--- src/rtl/pnr_pkg.sv ---
package pnr_pkg;
  localparam int FRAME_CNT_W = 4;
  localparam int NOISE_W     = 4;
  localparam int DROP_DEEP   = 4;
  localparam int DROP_SHALLOW = 2;

  typedef struct packed {
    logic                   loadNow;
    logic                   advance;
    logic [FRAME_CNT_W-1:0] mixVal;
    logic                   active;
    logic                   dropFour;
    logic                   hpOn;
    logic                   separate;
  } pnr_ctl_t;

  function automatic int chanTap(input int idx);
    case (idx)
      0:       return 3;
      1:       return 9;
      default: return 13;
    endcase
  endfunction
endpackage

--- src/rtl/pnr_lfsr.sv ---
module pnr_lfsr #(
  parameter int LW  = 28,
  parameter int TAP = 3,
  parameter int MW  = 4,
  parameter int NW  = 4
) (
  input  logic          clk,
  input  logic          rstN,
  input  logic [LW-1:0] seed,
  input  logic [MW-1:0] mix,
  input  logic          load,
  input  logic          advance,
  output logic [NW-1:0] noiseBits
);
  logic [LW-1:0] stateQ;
  logic [LW-1:0] seedMix;
  logic [LW-1:0] seedFix;
  logic [LW-1:0] srcState;

  always_comb begin
    seedMix   = seed ^ {{(LW-MW){1'b0}}, mix};
    seedFix   = (seedMix == '0) ? LW'(1) : seedMix;
    srcState  = load ? seedFix : stateQ;
    noiseBits = srcState[NW-1:0];
  end

  always_ff @(posedge clk or negedge rstN) begin
    if (!rstN) stateQ <= LW'(1);
    else if (advance) stateQ <= {srcState[LW-2:0], srcState[LW-1] ^ srcState[TAP-1]};
    else stateQ <= srcState;
  end

  // the lock-up state is never entered
  a_r8_never_zero: assert property (@(posedge clk) disable iff (!rstN) stateQ != '0);
  // no step and no load leaves the state untouched
  a_r6_hold: assert property (@(posedge clk) disable iff (!rstN)
    (!advance && !load) |=> $stable(stateQ));
endmodule

--- src/rtl/pnr_ctrl.sv ---
module pnr_ctrl
  import pnr_pkg::*;
(
  input  logic       clk,
  input  logic       rstN,
  input  logic       inValid,
  input  logic       inSof,
  input  logic       cfgEnable,
  input  logic [1:0] cfgDepth,
  input  logic       cfgSeparate,
  input  logic       cfgFrameRandom,
  input  logic       cfgHighPass,
  output pnr_ctl_t   ctl
);
  logic                   loadPending;
  logic [FRAME_CNT_W-1:0] frameCnt;
  logic                   frameStart;
  logic                   depthOk;

  always_comb begin
    frameStart   = inValid && inSof;
    depthOk      = !cfgDepth[1];
    ctl.loadNow  = loadPending || (frameStart && cfgFrameRandom);
    ctl.advance  = inValid;
    ctl.mixVal   = (cfgFrameRandom && depthOk) ? frameCnt : '0;
    ctl.active   = cfgEnable && depthOk;
    ctl.dropFour = (cfgDepth == 2'd0);
    ctl.hpOn     = cfgHighPass;
    ctl.separate = cfgSeparate;
  end

  always_ff @(posedge clk or negedge rstN) begin
    if (!rstN) begin
      loadPending <= 1'b1;
      frameCnt    <= '0;
    end else begin
      loadPending <= 1'b0;
      if (frameStart) frameCnt <= frameCnt + 1'b1;
    end
  end

  // the counter wraps from its top value to zero
  a_r9_cnt_wrap: assert property (@(posedge clk) disable iff (!rstN)
    (frameStart && (&frameCnt)) |=> (frameCnt == '0));
  // the startup load happens once only
  a_r8_load_once: assert property (@(posedge clk) disable iff (!rstN)
    !loadPending |=> !loadPending);
endmodule

--- src/rtl/pnr_datapath.sv ---
module pnr_datapath
  import pnr_pkg::*;
#(
  parameter int PIX_W = 10,
  parameter int LW    = 28,
  localparam int OUT_W = PIX_W - DROP_SHALLOW,
  localparam int NCH   = 3
) (
  input  logic                      clk,
  input  logic                      rstN,
  input  pnr_ctl_t                  ctl,
  input  logic                      inValid,
  input  logic                      inSof,
  input  logic                      inSol,
  input  logic [NCH-1:0][PIX_W-1:0] inPix,
  input  logic [NCH-1:0][LW-1:0]    seeds,
  output logic                      outValid,
  output logic                      outSof,
  output logic                      outSol,
  output logic [NCH-1:0][OUT_W-1:0] outPix
);
  logic [NOISE_W-1:0] genNoise [NCH];

  always_ff @(posedge clk or negedge rstN) begin
    if (!rstN) begin
      outValid <= 1'b0;
      outSof   <= 1'b0;
      outSol   <= 1'b0;
    end else begin
      outValid <= inValid;
      outSof   <= inSof;
      outSol   <= inSol;
    end
  end

  for (genvar i = 0; i < NCH; i++) begin : g_chan
    logic [NOISE_W-1:0] rawN, mask, curN, prvN, addN, prevQ;
    logic [PIX_W:0]     sum;
    logic [PIX_W-1:0]   sat;
    logic [OUT_W-1:0]   res;

    pnr_lfsr #(.LW(LW), .TAP(chanTap(i)), .MW(FRAME_CNT_W), .NW(NOISE_W)) u_gen (
      .clk(clk), .rstN(rstN), .seed(seeds[i]), .mix(ctl.mixVal),
      .load(ctl.loadNow), .advance(ctl.advance), .noiseBits(genNoise[i])
    );

    always_comb begin
      rawN = ctl.separate ? genNoise[i] : genNoise[0];
      mask = ctl.dropFour ? NOISE_W'((1 << DROP_DEEP) - 1) : NOISE_W'((1 << DROP_SHALLOW) - 1);
      curN = rawN & mask;
      prvN = prevQ & mask;
      if (ctl.hpOn) addN = (curN > prvN) ? (curN - prvN) : '0;
      else          addN = curN;
      sum = {1'b0, inPix[i]} + {{(PIX_W+1-NOISE_W){1'b0}}, addN};
      sat = sum[PIX_W] ? '1 : sum[PIX_W-1:0];
      if (!ctl.active)       res = inPix[i][PIX_W-1:DROP_SHALLOW];
      else if (ctl.dropFour) res = {sat[PIX_W-1:DROP_DEEP], {(DROP_DEEP-DROP_SHALLOW){1'b0}}};
      else                   res = sat[PIX_W-1:DROP_SHALLOW];
    end

    always_ff @(posedge clk or negedge rstN) begin
      if (!rstN) begin
        prevQ     <= '0;
        outPix[i] <= '0;
      end else begin
        if (inValid) prevQ <= rawN;
        outPix[i] <= res;
      end
    end

    // with noise on, a result never falls below the plain truncation
    a_r5_no_wrap: assert property (@(posedge clk) disable iff (!rstN)
      (inValid && ctl.active && !ctl.dropFour) |=> (outPix[i] >= $past(inPix[i][PIX_W-1:DROP_SHALLOW])));
    // the 6-bit result leaves its two low bits clear
    a_r4_low_zero: assert property (@(posedge clk) disable iff (!rstN)
      (inValid && ctl.active && ctl.dropFour) |=> (outPix[i][DROP_DEEP-DROP_SHALLOW-1:0] == '0));
    // bypass passes the upper bits through
    a_r3_bypass: assert property (@(posedge clk) disable iff (!rstN)
      (inValid && !ctl.active) |=> (outPix[i] == $past(inPix[i][PIX_W-1:DROP_SHALLOW])));
  end
endmodule

--- src/rtl/pix_noise_reduce.sv ---
module pix_noise_reduce
  import pnr_pkg::*;
#(
  parameter int PIX_W = 10,
  parameter int LW    = 28,
  localparam int OUT_W = PIX_W - DROP_SHALLOW
) (
  input  logic             clk,
  input  logic             rstN,
  input  logic             cfgEnable,
  input  logic [1:0]       cfgDepth,
  input  logic             cfgSeparate,
  input  logic             cfgFrameRandom,
  input  logic             cfgHighPass,
  input  logic [LW-1:0]    cfgSeedR,
  input  logic [LW-1:0]    cfgSeedG,
  input  logic [LW-1:0]    cfgSeedB,
  input  logic             inValid,
  input  logic             inSof,
  input  logic             inSol,
  input  logic [PIX_W-1:0] inR,
  input  logic [PIX_W-1:0] inG,
  input  logic [PIX_W-1:0] inB,
  output logic             outValid,
  output logic             outSof,
  output logic             outSol,
  output logic [OUT_W-1:0] outR,
  output logic [OUT_W-1:0] outG,
  output logic [OUT_W-1:0] outB
);
  pnr_ctl_t                ctl;
  logic [2:0][OUT_W-1:0]   outPix;

  pnr_ctrl u_ctrl (
    .clk(clk), .rstN(rstN), .inValid(inValid), .inSof(inSof),
    .cfgEnable(cfgEnable), .cfgDepth(cfgDepth), .cfgSeparate(cfgSeparate),
    .cfgFrameRandom(cfgFrameRandom), .cfgHighPass(cfgHighPass), .ctl(ctl)
  );

  pnr_datapath #(.PIX_W(PIX_W), .LW(LW)) u_dp (
    .clk(clk), .rstN(rstN), .ctl(ctl), .inValid(inValid), .inSof(inSof), .inSol(inSol),
    .inPix({inB, inG, inR}), .seeds({cfgSeedB, cfgSeedG, cfgSeedR}),
    .outValid(outValid), .outSof(outSof), .outSol(outSol), .outPix(outPix)
  );

  assign outR = outPix[0];
  assign outG = outPix[1];
  assign outB = outPix[2];

  // markers keep their one-cycle alignment with valid
  a_r2_sof_valid: assert property (@(posedge clk) disable iff (!rstN)
    (inValid && inSof) |=> (outValid && outSof));
endmodule

--- config.mk ---
export PLATFORM = sky130hd
export DESIGN_NAME = pix_noise_reduce
export DESIGN_NICKNAME = d
export VERILOG_FILES = /design/src/rtl/pnr_pkg.sv /design/src/rtl/pnr_lfsr.sv /design/src/rtl/pnr_ctrl.sv /design/src/rtl/pnr_datapath.sv /design/src/rtl/pix_noise_reduce.sv
export SDC_FILE = /design/constraint.sdc
export NUM_CORES = 1
export LEC_CHECK = 0
export CELL_PAD_IN_SITES_DETAIL_PLACEMENT = 0
export CELL_PAD_IN_SITES_GLOBAL_PLACEMENT = 1
export CORE_MARGIN = 8
export CORE_UTILIZATION = 32
export CTS_CLUSTER_SIZE = 14
export DETAILED_ROUTE_END_ITERATION = 16
export PLACE_DENSITY_LB_ADDON = 0.1
export SYNTH_ARGS = -nofsm -noshare
export SYNTH_HDL_FRONTEND = slang
export SYNTH_SLANG_ARGS = --single-unit
--- constraint.sdc ---
create_clock -name clk -period 5.9 [get_ports clk]
set_input_delay 0.885 -clock clk [delete_from_list [all_inputs] [get_ports clk]]
set_output_delay 0.885 -clock clk [all_outputs]
set_load 0.05 [all_outputs]
==> summary.md, run 1 <==
| Metric | Value |
|---|---|
| Maximum vdd drop | `0.0001485 V` |
| Seq cells post-synth | `128` |
| Placer congestion estimate | `0.8290` |
| Post-synthesis sequential area ratio | `43.51%` |
| Most frequently used cell type in the post-synthesis netlist | `mux2i_1` |
| Die height | `167.8 µm` |
| Period utilization | `93.63%` |
| Routed wire per std cell | `17.75 µm` |
| Cts bufs inserted | `17` |
| Dpl hpwl | `15530 µm` |
| CTS tree | `built` |
| FP Rows | `55` |
| Skew-Pair Late Insertion Delay | `0.42 ns` |
| Largest net degree at the start of global routing | `68` |
| WP data required | `6.23 ns` |
| Antenna-violating nets left | `0` |
| Largest family of logic cells by synthesized area | `multiplexers` |
| Share of the synthesized area in the top cell type | `42.08%` |
| CP Max Fanout | `5` |
| RSZ-0062 raised after global routing | `no` |
| Placed instance area | `9369 µm²` |
| Worst Path Arrival | `5.85 ns` |
| Root Driver | `clkbuf_16` |
| Commonest cells post-synth | `mux2i_1, dfrtp_1, nor2_1, a21oi_1, nand2_1` |
| Final worst-path setup slack | `0.3759 ns` |
| Post-Layout Cell Count | `1168` |
| IO buf count | `151` |
| Fillers | `2174` |
| Top cells by area in the synthesized netlist | `dfrtp_1, mux2i_1, ha_1` |
| Post-synthesis simple-gate area fraction | `10.69%` |
| Comb pwr share | `29.3%` |
| Pwr per Cell Area | `300.1 nW/µm²` |
| Prevailing post-synth register cell | `dfrtp_1` |
| Post-layout min period | `5.524 ns` |
| Slew at the pin with the worst max-slew slack | `0.9499 ns` |
| Share of post-route cells with drive strength above 1 | `10.19%` |
| Max-slew violations | `0` |
| Reg power frac | `36.5%` |
| Final setup vio count | `0` |
| Synth Area in XOR/XNOR | `3.801%` |
| Detailed Route WL | `20730 µm` |
| GRT Residual Overflow | `0` |
| R2r startpoint | `u_ctrl.frameCnt[3]` |
| Die area | `28160 µm²` |
| Final hold violation count | `0` |
| Die Wd | `167.8 µm` |
| Ant diodes | `0` |
| Final Core Density | `43.91%` |
| Worst setup endpoint | `u_dp.outPix[22]` |
| Compound-Gate Fraction of Synth Area | `12.13%` |
| First-pass GRT wire length | `33800 µm` |
| Sw Share | `32.09%` |
| Layout net count | `1020` |
| Cells resized by post-CTS repair | `0` |
| Yosys cell types | `63` |
| Starting Density | `32.57%` |
| Max Freq | `181.0 MHz` |
| Multi-input gate area | `3945 µm²` |
| DR DRC count | `0` |
| First-pass iteration count of the detailed router | `5` |
| Initial antenna violation count | `0` |
| Clock buffer depth | `2` |
| Cell area after synthesis | `7373 µm²` |
| Yosys warnings | `0` |
| Number of synthesized flops with an enable pin | `0` |
| Setup clock skew after layout | `0.01364 ns` |
| Floorplan core area | `22640 µm²` |
| Inst Count DP | `1136` |
| R2r worst-path depth | `22` |
| Detailed Route Iter0 Violations | `275` |
| Fin area | `9941 µm²` |
| Kind of critical path | `in -> reg` |
| DR vias | `5930` |
| Io pins | `152` |
| CP Launch Type | `primary input` |
| CP endpoint kind | `flop` |
| Clock Sinks | `128` |
| Hold WS | `0.4506 ns` |
| Mapped Cells | `698` |
| Worst-path clk slew | `0.07 ns` |
| FF-to-FF End | `u_dp.outPix[22]` |
| Largest area contributor in the netlist | `dfrtp_1` |
| Status | `finished, final reports clean` |
| Total track usage | `14.87%` |
| Sequential cell area | `3208 µm²` |
| Setup bufs post-CTS | `0` |
| Max_cap viols | `0` |
| Multiplexer area fraction after synthesis | `22.08%` |
| Worst Hold Class | `in -> async` |
| Pre-CTS WS | `-0.04454 ns` |
| Lkg Pwr | `4.374 nW` |
| CP startpoint | `cfgSeedR[4]` |
| Pint | `0.002026 W` |
| Worst slew margin | `36.67%` |
| Vias in the first global route | `6495` |
| Post-detailed-route via-to-cell ratio | `5.077` |
| Max H-tree Level | `4` |
| Clock power frac | `34.2%` |
| Worst R2R Setup Slack | `1.09 ns` |
| Switching power total | `0.0009573 W` |
| Syn_nets | `848` |
| Async S/R FF share, synth | `100.0%` |
| Syn-to-layout area delta | `34.82%` |
| Hold Buf Count CTS | `0` |
| Mapped Avg Cell Area | `10.56 µm²` |
| Post-Synth Adder-Cell Area | `4.548%` |
routing by layer:
| layer | vias up | wire [µm] | track usage (%) |
|---|---|---|---|
| met1 | 2887 | 9807 | 19.12 |
| li1 | 2905 | - | - |
| met2 | 128 | 9738 | 24.63 |
| met3 | 10 | 1039 | 3.789 |
| met4 | 0 | 142 | 3.649 |
| met5 | - | 0 | 0 |
stage by stage:
stage / setup TNS [ns] / total power [W]
after CTS: 0 / 0.003026
after detailed placement: -0.1611 / 0.001983
after global placement: 0 / 0.001963
final: 0 / 0.002983
after global routing: 0 / 0.003163
after floorplan: 0 / 0.001643
power by group through the flow:
stage | combinational [W] | sequential, W | clock (W)
6_report | 0.000873 | 0.00109 | 0.00102
5_1_grt | 0.000964 | 0.00111 | 0.00109
4_1_cts | 0.000881 | 0.00109 | 0.00105
3_5_place_dp | 0.000877 | 0.00111 | 0
3_3_place_gp | 0.000861 | 0.00110 | 0
2_1_floorplan | 0.000522 | 0.00112 | 0
flip-flops by register name, indices dropped and copies added, names as in the netlist:
register / flops
u_dp.g_chan.u_gen.stateQ: 84
u_dp.g_chan.prevQ: 12
u_ctrl.frameCnt: 4
u_dp.outSol: 1
u_dp.outPix: 24
u_ctrl.loadPending: 1
u_dp.outValid: 1
u_dp.outSof: 1
cell families after synthesis:
kind of cell               count (synthesis)
muxes                                    160
and+or+nand+nor                          159
AOI/OAI and AO/OA                        135
DFF                                      128
buffers and inverters                     58
xor gates and xnor gates                  32
adders and majority gates                 25
other                                      1
layout by cell type (no fill, tap or decap), drive strengths merged, types with 14 or more instances in the layout:
cell type,Yosys,routed
nor4,18,18
a31oi,14,14
a21oi,42,42
inv,27,31
clkbuf,16,19
dfrtp,124,124
xor2,22,22
mux2i,151,151
nor2,50,50
nand2,38,38
ha,22,22
o21ai,25,25
buf,15,35
clkdlybuf4s50,0,149
worst max-delay path, stage by stage:
cell	delay, ns
clkdlybuf4s50_1	0.43
nor4_1	0.41
buf_4	0.19
nand4_1	0.10
a311oi_2	0.35
a31oi_2	0.16
o22a_1	0.28
ha_1	0.24
fa_1	0.44
nor2b_1	0.12
o21ai_0	0.11
a21oi_1	0.16
nand2_1	0.09
o22ai_1	0.17
ha_1	0.17
nand2_1	0.06
a2111oi_0	0.37
buf_4	0.19
o21a_1	0.12
o22ai_1	0.11
a31oi_4	0.23
buf_4	0.16
a31oi_1	0.08
a41oi_1	0.21
worst min-delay path by stage:
stage                                 start  slack, ns                              end
global placement    u_dp.g_chan[0].prevQ[3]       0.51          u_dp.g_chan[0].prevQ[3]
global route                           rstN       0.48  u_dp.g_chan[1].u_gen.stateQ[16]
finish                                 rstN       0.45  u_dp.g_chan[1].u_gen.stateQ[16]
floorplan           u_dp.g_chan[0].prevQ[3]       0.49          u_dp.g_chan[0].prevQ[3]
CTS                                    rstN       0.48  u_dp.g_chan[1].u_gen.stateQ[16]
detailed placement  u_dp.g_chan[0].prevQ[3]       0.52          u_dp.g_chan[0].prevQ[3]
final cells by class:
type	count	share of cell area, %
Multi-Input combinational cell	512	39.69
Sequential cell	128	32.27
Timing Repair Buffer	184	17.68
Clock buffer	19	4.456
Tap cell	285	3.587
Clock inverter	13	1.296
Inverter	27	1.020
Power figures use the tool's default switching activity.
==> run 2, diff against run 1 <==
--- a/config.mk
+++ b/config.mk
@@ -12,6 +12,7 @@
 export CTS_CLUSTER_SIZE = 14
 export DETAILED_ROUTE_END_ITERATION = 16
 export PLACE_DENSITY_LB_ADDON = 0.1
+export SETUP_SLACK_MARGIN = 0.1
 export SYNTH_ARGS = -nofsm -noshare
 export SYNTH_HDL_FRONTEND = slang
 export SYNTH_SLANG_ARGS = --single-unit
==> summary.md, run 2 (same netlist as run 1, synthesis figures left out) <==
| Metric | Value |
|---|---|
| Kind of critical path | `in -> reg` |
| Die area | `28160 µm² (unchanged)` |
| Antenna-violating nets left | `0 (unchanged)` |
| Routed wire per std cell | `17.77 µm (+0.13%)` |
| IO buf count | `151 (unchanged)` |
| WP data required | `6.23 ns (about the same)` |
| GRT Residual Overflow | `0 (unchanged)` |
| Status | `finished, final reports clean` |
| Post-detailed-route via-to-cell ratio | `5.081 (about the same)` |
| Slew at the pin with the worst max-slew slack | `0.9438 ns (-0.006047 ns)` |
| RSZ-0062 raised after global routing | `no` |
| Starting Density | `32.57% (unchanged)` |
| Most common cell after layout, fill and taps aside | `mux2i_1` |
| Placer congestion estimate | `0.8290 (unchanged)` |
| Max_cap viols | `0 (unchanged)` |
| Ant diodes | `0 (unchanged)` |
| Worst Path Arrival | `5.79 ns (-0.06 ns)` |
| Worst R2R Setup Slack | `1.08 ns (about the same)` |
| Fin area | `9963 µm² (+0.23%)` |
| Io pins | `152 (unchanged)` |
| Worst-path clk slew | `0.07 ns (about the same)` |
| Final setup vio count | `0 (unchanged)` |
| Fillers | `2176 (+0.092%)` |
| Maximum vdd drop | `0.0001469 V (-1.1%)` |
| Clock Sinks | `128 (unchanged)` |
| Biggest regs | `u_dp.g_chan.u_gen.stateQ x84, u_dp.outPix x24, u_dp.g_chan.prevQ x12` |
| Total track usage | `14.87% (unchanged)` |
| Syn-to-layout area delta | `35.13%` |
| Final hold violation count | `0 (unchanged)` |
| R2r startpoint | `u_ctrl.frameCnt[3]` |
| Floorplan core area | `22640 µm² (unchanged)` |
| Sequential cell area | `3208 µm² (unchanged)` |
| Layout net count | `1020 (unchanged)` |
| R2r worst-path depth | `22 (unchanged)` |
| Root Driver | `clkbuf_16` |
| Final worst-path setup slack | `0.4388 ns (+0.06292 ns)` |
| CP Launch Type | `primary input` |
| Worst slew margin | `37.08% (+0.40 points)` |
| Detailed Route WL | `20750 µm (+0.13%)` |
| Multi-input gate area | `3965 µm² (+0.51%)` |
| CP Max Fanout | `5 (unchanged)` |
| Share of post-route cells with drive strength above 1 | `10.53% (+0.34 points)` |
| Lkg Pwr | `4.384 nW (+0.24%)` |
| Most frequent cells in the layout | `mux2i_1, clkdlybuf4s50_1, dfrtp_1` |
| Worst Hold Class | `in -> async` |
| CTS tree | `built` |
| DR vias | `5935 (+0.084%)` |
| Cts bufs inserted | `17 (unchanged)` |
| Cells resized by post-CTS repair | `0 (unchanged)` |
| Dpl hpwl | `15530 µm (unchanged)` |
| Vias in the first global route | `6495 (unchanged)` |
| CP endpoint kind | `flop` |
| FP Rows | `55 (unchanged)` |
| Max-slew violations | `0 (unchanged)` |
| Die height | `167.8 µm (unchanged)` |
| Die Wd | `167.8 µm (unchanged)` |
| Biggest register | `u_dp.g_chan.u_gen.stateQ` |
| Pre-CTS WS | `-0.04454 ns (unchanged)` |
| Setup bufs post-CTS | `0 (unchanged)` |
| Hold Buf Count CTS | `0 (unchanged)` |
| First-pass iteration count of the detailed router | `5 (unchanged)` |
| DR DRC count | `0 (unchanged)` |
| Initial antenna violation count | `0 (unchanged)` |
| Clock buffer depth | `2 (unchanged)` |
| Post-layout min period | `5.461 ns (-0.06292 ns)` |
| Placed instance area | `9369 µm² (unchanged)` |
| Max Freq | `183.1 MHz (+1.2%)` |
| Detailed Route Iter0 Violations | `323 (+17%)` |
| Max H-tree Level | `4 (unchanged)` |
| Pwr per Cell Area | `299.3 nW/µm² (-0.26%)` |
| Max reg flops | `84 (unchanged)` |
| FF-to-FF End | `u_dp.outPix[22]` |
| Skew-Pair Late Insertion Delay | `0.41 ns (about the same)` |
| First-pass GRT wire length | `33800 µm (unchanged)` |
| Setup clock skew after layout | `0.01504 ns (+0.001404 ns)` |
| Largest net degree at the start of global routing | `68 (unchanged)` |
| Period utilization | `92.56% (-1.1 points)` |
-- run 2: cell types whose count changed in the layout (fill, tap and decap cells not counted) --
cell             delta
nor4_1              -3
nor4_2              +3
a2111oi_0           -1
a2111oi_1           +1
clkdlybuf4s50_1     -1
dlymetal6s2s_1      +1
-- run 2: area by class of cell --
class / instances / area share (%)
sequential: 128 / 32.20
multi-input combinational: 512 / 39.80
timing repair buffer: 184 / 17.67
tap: 285 / 3.579
inverter: 27 / 1.017
clock inverter: 13 / 1.293
clock buffer: 19 / 4.446
-- run 2: how the worst max path moves through the flow --
stage / start / to / slack [ns] / depth (start not counted)
detailed placement: cfgSeedR[17] / u_dp.outPix[22] / -0.04 / 23
finish: cfgSeedR[4] / u_dp.outPix[22] / 0.44 / 24
CTS: cfgSeedR[17] / u_dp.outPix[21] / 0.34 / 22
global placement: cfgSeedR[4] / u_dp.outPix[21] / 0.12 / 23
floorplan: inValid / u_dp.outPix[21] / 0.67 / 22
global route: cfgSeedR[4] / u_dp.outPix[22] / 0.13 / 24
-- run 2: metal layers --
metal  up-vias  wire [µm]  global-route usage [%]
li1       2903          -                       -
met1      2897       9845                   19.12
met2       126       9783                   24.63
met3         9        993                   3.789
met4         0        131                   3.649
met5         -          0                       0
-- run 2: where the power goes --
part	internal, W	leakage, nW	switching [W]	total [W]
Combinational	0.000413	2.61	0.000460	0.000873
Sequential	0.00101	1.50	0.0000748	0.00109
Clock	0.000599	0.275	0.000421	0.00102
Total	0.00203	4.38	0.000956	0.00298
-- run 2: metrics by stage --
stage / hold slack (ns) / util [%] / power, W / TNS [ns] / instances
finish: 0.4538 / 44.01 / 0.002982 / 0 / 1168
global placement: 0.5107 / 41.38 / 0.001963 / 0 / 1136
global route: 0.4837 / 44.01 / 0.003164 / 0 / 1168
CTS: 0.4754 / 43.91 / 0.003026 / 0 / 1168
detailed placement: 0.5172 / 41.38 / 0.001983 / -0.1611 / 1136
floorplan: 0.4942 / - / 0.001643 / 0 / 698
-- run 2: critical path, stage by stage --
cell and delay [ns]:
clkdlybuf4s50_1 0.45, nor4_2 0.34, buf_4 0.17, nand4_1 0.10
a311oi_2 0.37, a31oi_2 0.16, o22a_1 0.27, ha_1 0.24
fa_1 0.44, nor2b_1 0.12, o21ai_0 0.11, a21oi_1 0.16
nand2_1 0.09, o22ai_1 0.17, ha_1 0.17, nand2_1 0.06
a2111oi_1 0.36, buf_4 0.18, o21a_1 0.12, o22ai_1 0.11
a31oi_4 0.24, buf_4 0.16, a31oi_1 0.08, a41oi_1 0.21
==> run 3, diff against run 2 <==
--- a/config.mk
+++ b/config.mk
@@ -8,7 +8,7 @@
 export CELL_PAD_IN_SITES_DETAIL_PLACEMENT = 0
 export CELL_PAD_IN_SITES_GLOBAL_PLACEMENT = 1
 export CORE_MARGIN = 8
-export CORE_UTILIZATION = 32
+export CORE_UTILIZATION = 43
 export CTS_CLUSTER_SIZE = 14
 export DETAILED_ROUTE_END_ITERATION = 16
 export PLACE_DENSITY_LB_ADDON = 0.1
==> constraint.sdc (replaced) <==
create_clock -name clk -period 7 [get_ports clk]
set_input_delay 1.05 -clock clk [delete_from_list [all_inputs] [get_ports clk]]
set_output_delay 1.05 -clock clk [all_outputs]
set_load 0.05 [all_outputs]
==> summary.md, run 3 (same netlist as run 1, synthesis figures left out) <==
| Metric | Value |
|---|---|
| Status | `finished, final reports clean` |
| Post-detailed-route via-to-cell ratio | `5.376 (+5.8%)` |
| Setup bufs post-CTS | `0 (unchanged)` |
| FP Rows | `48 (-13%)` |
| Worst slew margin | `45.73% (+8.7 points)` |
| Detailed Route WL | `18720 µm (-9.8%)` |
| Lkg Pwr | `4.303 nW (-1.9%)` |
| Max Freq | `161.9 MHz` |
| Final setup vio count | `0 (unchanged)` |
| CTS tree | `built` |
| WL met1 | `8882 µm (-9.8%)` |
| Routed wire per std cell | `17.30 µm (-2.6%)` |
| CP Launch Type | `primary input` |
| Skew-Pair Late Insertion Delay | `0.41 ns (about the same)` |
| Starting Density | `43.23% (+11 points)` |
| First-pass GRT wire length | `31160 µm (-7.8%)` |
| CP cell instances | `clkdlybuf4s50_1, nor4_1, nand4_1, a311oi_2, a31oi_2, o22a_1, ha_1, fa_1, nor2b_1, o21ai_0, a21oi_1, nand2_1, o22ai_1, ha_1, nand2_1, a2111oi_0, o21a_1, o22ai_1, a31oi_4, nand2_1, mux2_4` |
| CP Max Fanout | `9 (+4)` |
| Placer congestion estimate | `0.8796 (+6.1%)` |
| Pwr per Cell Area | `268.1 nW/µm² (-10%)` |
| TNS Setup | `0 ns (unchanged)` |
| Kind of critical path | `in -> reg` |
| Fin area | `9789 µm² (-1.7%)` |
| Vias in the first global route | `6186 (-4.8%)` |
| Cells resized by post-CTS repair | `0 (unchanged)` |
| Max reg flops | `84 (unchanged)` |
| Initial antenna violation count | `0 (unchanged)` |
| Largest net degree at the start of global routing | `66 (-2.9%)` |
| Most common cell after layout, fill and taps aside | `mux2i_1` |
| Die area | `21590 µm² (-23%)` |
| Die height | `146.9 µm (-12%)` |
| Most frequent cells in the layout | `mux2i_1, clkdlybuf4s50_1, dfrtp_1` |
| Sequential cell area | `3208 µm² (unchanged)` |
| Total track usage | `17.71% (+2.8 points)` |
| Share of post-route cells with drive strength above 1 | `7.585% (-2.9 points)` |
| Worst-path clk slew | `0.06 ns (about the same)` |
| Biggest register | `u_dp.g_chan.u_gen.stateQ` |
| Hold Buf Count CTS | `0 (unchanged)` |
| Placed instance area | `9106 µm² (-2.8%)` |
| CP top delay family | `compound AO/OA/AOI/OAI gates` |
| CP max stage delay | `0.70 ns (+0.25 ns)` |
| Most used cell along the critical path | `nand2_1` |
| WP data required | `7.30 ns (+1.07 ns)` |
| Slowest library cell on the worst path | `a2111oi_0` |
| Detailed Route Iter0 Violations | `211 (-35%)` |
| CP endpoint kind | `flop` |
| Antenna-violating nets left | `0 (unchanged)` |
| Fillers | `1492 (-31%)` |
| Crit path buffers/inverters | `1 (-3)` |
| GRT Residual Overflow | `0 (unchanged)` |
| Die Wd | `146.9 µm (-12%)` |
| Ant diodes | `0 (unchanged)` |
| Final Core Density | `57.39% (+13 points)` |
| Layout net count | `995 (-2.5%)` |
| Clock Sinks | `128 (unchanged)` |
| Worst R2R Setup Slack | `1.69 ns (+0.61 ns)` |
| RSZ-0062 raised after global routing | `no` |
| Cts bufs inserted | `17 (unchanged)` |
| Floorplan core area | `17060 µm² (-25%)` |
| IO buf count | `151 (unchanged)` |
| First-pass iteration count of the detailed router | `4 (-1)` |
| Syn-to-layout area delta | `32.77%` |
| Uppermost layer routed | `met4` |
| Maximum vdd drop | `0.0001878 V (+28%)` |
| Clock buffer depth | `2 (unchanged)` |
| Period utilization | `88.23%` |
| Max-slew violations | `0 (unchanged)` |
| Max_cap viols | `0 (unchanged)` |
| Hold WS | `0.5205 ns (+0.06670 ns)` |
| Multi-input gate area | `3945 µm² (-0.50%)` |
| DR DRC count | `0 (unchanged)` |
| Setup clock skew after layout | `0.007127 ns (-0.007915 ns)` |
| Final hold violation count | `0 (unchanged)` |
| Worst Path Arrival | `6.48 ns (+0.69 ns)` |
| Dpl hpwl | `14090 µm (-9.3%)` |
| Biggest regs | `u_dp.g_chan.u_gen.stateQ x84, u_dp.outPix x24, u_dp.g_chan.prevQ x12` |
| Post-layout min period | `6.176 ns` |
| Worst Hold Class | `reg -> reg` |
| Max H-tree Level | `4 (unchanged)` |
| Root Driver | `clkbuf_16` |
| DR vias | `5817 (-2.0%)` |
| Slew at the pin with the worst max-slew slack | `0.8140 ns (-0.1298 ns)` |
| Total length of routed met2 wires | `8859 µm (-9.4%)` |
| Io pins | `152 (unchanged)` |
| Met3 WL | `762 µm (-23%)` |
## run 3: changes by cell type in the layout (fill, tap and decap cells not counted)
cell	change
dlymetal6s2s_1	-1
clkbuf_8	+1
a2111oi_1	-1
nor4_1	+3
nor4_2	-3
buf_4	-25
clkbuf_1	-1
clkinv_4	-3
clkinv_2	-1
a2111oi_0	+1
inv_6	-2
bufinv_16	+5
clkdlybuf4s50_1	+1
## run 3: path summary, 6_finish.rpt
check                                              from                              end  cells after the start
worst min-delay path            u_dp.g_chan[0].prevQ[3]          u_dp.g_chan[0].prevQ[3]                      2
worst min register to register  u_dp.g_chan[0].prevQ[3]          u_dp.g_chan[0].prevQ[3]                      2
max in group asynchronous                          rstN                  u_dp.outPix[13]                      2
worst max-delay path                       cfgSeedR[25]                  u_dp.outPix[20]                     21
min in group asynchronous                          rstN  u_dp.g_chan[1].u_gen.stateQ[16]                      1
worst max register to register       u_ctrl.frameCnt[3]                  u_dp.outPix[20]                     20
## run 3: power by group
group          internal, W  leakage, nW  switching [W]
combinational     0.000314         2.48       0.000375
sequential        0.000856         1.50      0.0000600
clock             0.000688        0.326       0.000332
## run 3: final cells by class
| type | instances | share of cell area, % |
|---|---|---|
| inverter | 27 | 1.035 |
| sequential | 128 | 32.77 |
| timing repair buffer | 159 | 16.04 |
| clock buffer | 19 | 4.627 |
| multi-input combinational | 512 | 40.30 |
| tap | 225 | 2.876 |
| clock inverter | 12 | 2.352 |
## run 3: metrics by stage
| stage | cells | power [W] | worst slack (ns) |
|---|---|---|---|
| after floorplan | 698 | 0.001385 | 1.609 |
| after global placement | 1051 | 0.001598 | 0.5946 |
| after detailed placement | 1051 | 0.001618 | 0.3908 |
| after CTS | 1082 | 0.002655 | 0.8310 |
| after global routing | 1082 | 0.002768 | 0.3695 |
| final | 1082 | 0.002625 | 0.8241 |
## run 3: routing by layer
metal,up-vias,global-route usage [%]
met1,2836,23.17
met4,0,6.068
li1,2846,-
met2,118,28.39
met5,-,0
met3,17,3.999
## run 3: worst reg2reg max path: stages, from the launching register on
cell	delay, ns
dfrtp_1	0.51
nor2b_1	0.25
nand4b_1	0.14
a311oi_2	0.36
a31oi_2	0.20
o22a_1	0.36
ha_1	0.27
fa_1	0.46
nor2b_1	0.13
o21ai_0	0.10
a21oi_1	0.16
nand2_1	0.11
o22ai_1	0.17
ha_1	0.17
nand2_1	0.07
a2111oi_0	0.70
o21a_1	0.22
o22ai_1	0.11
a31oi_4	0.29
nand2_1	0.12
mux2_4	0.31
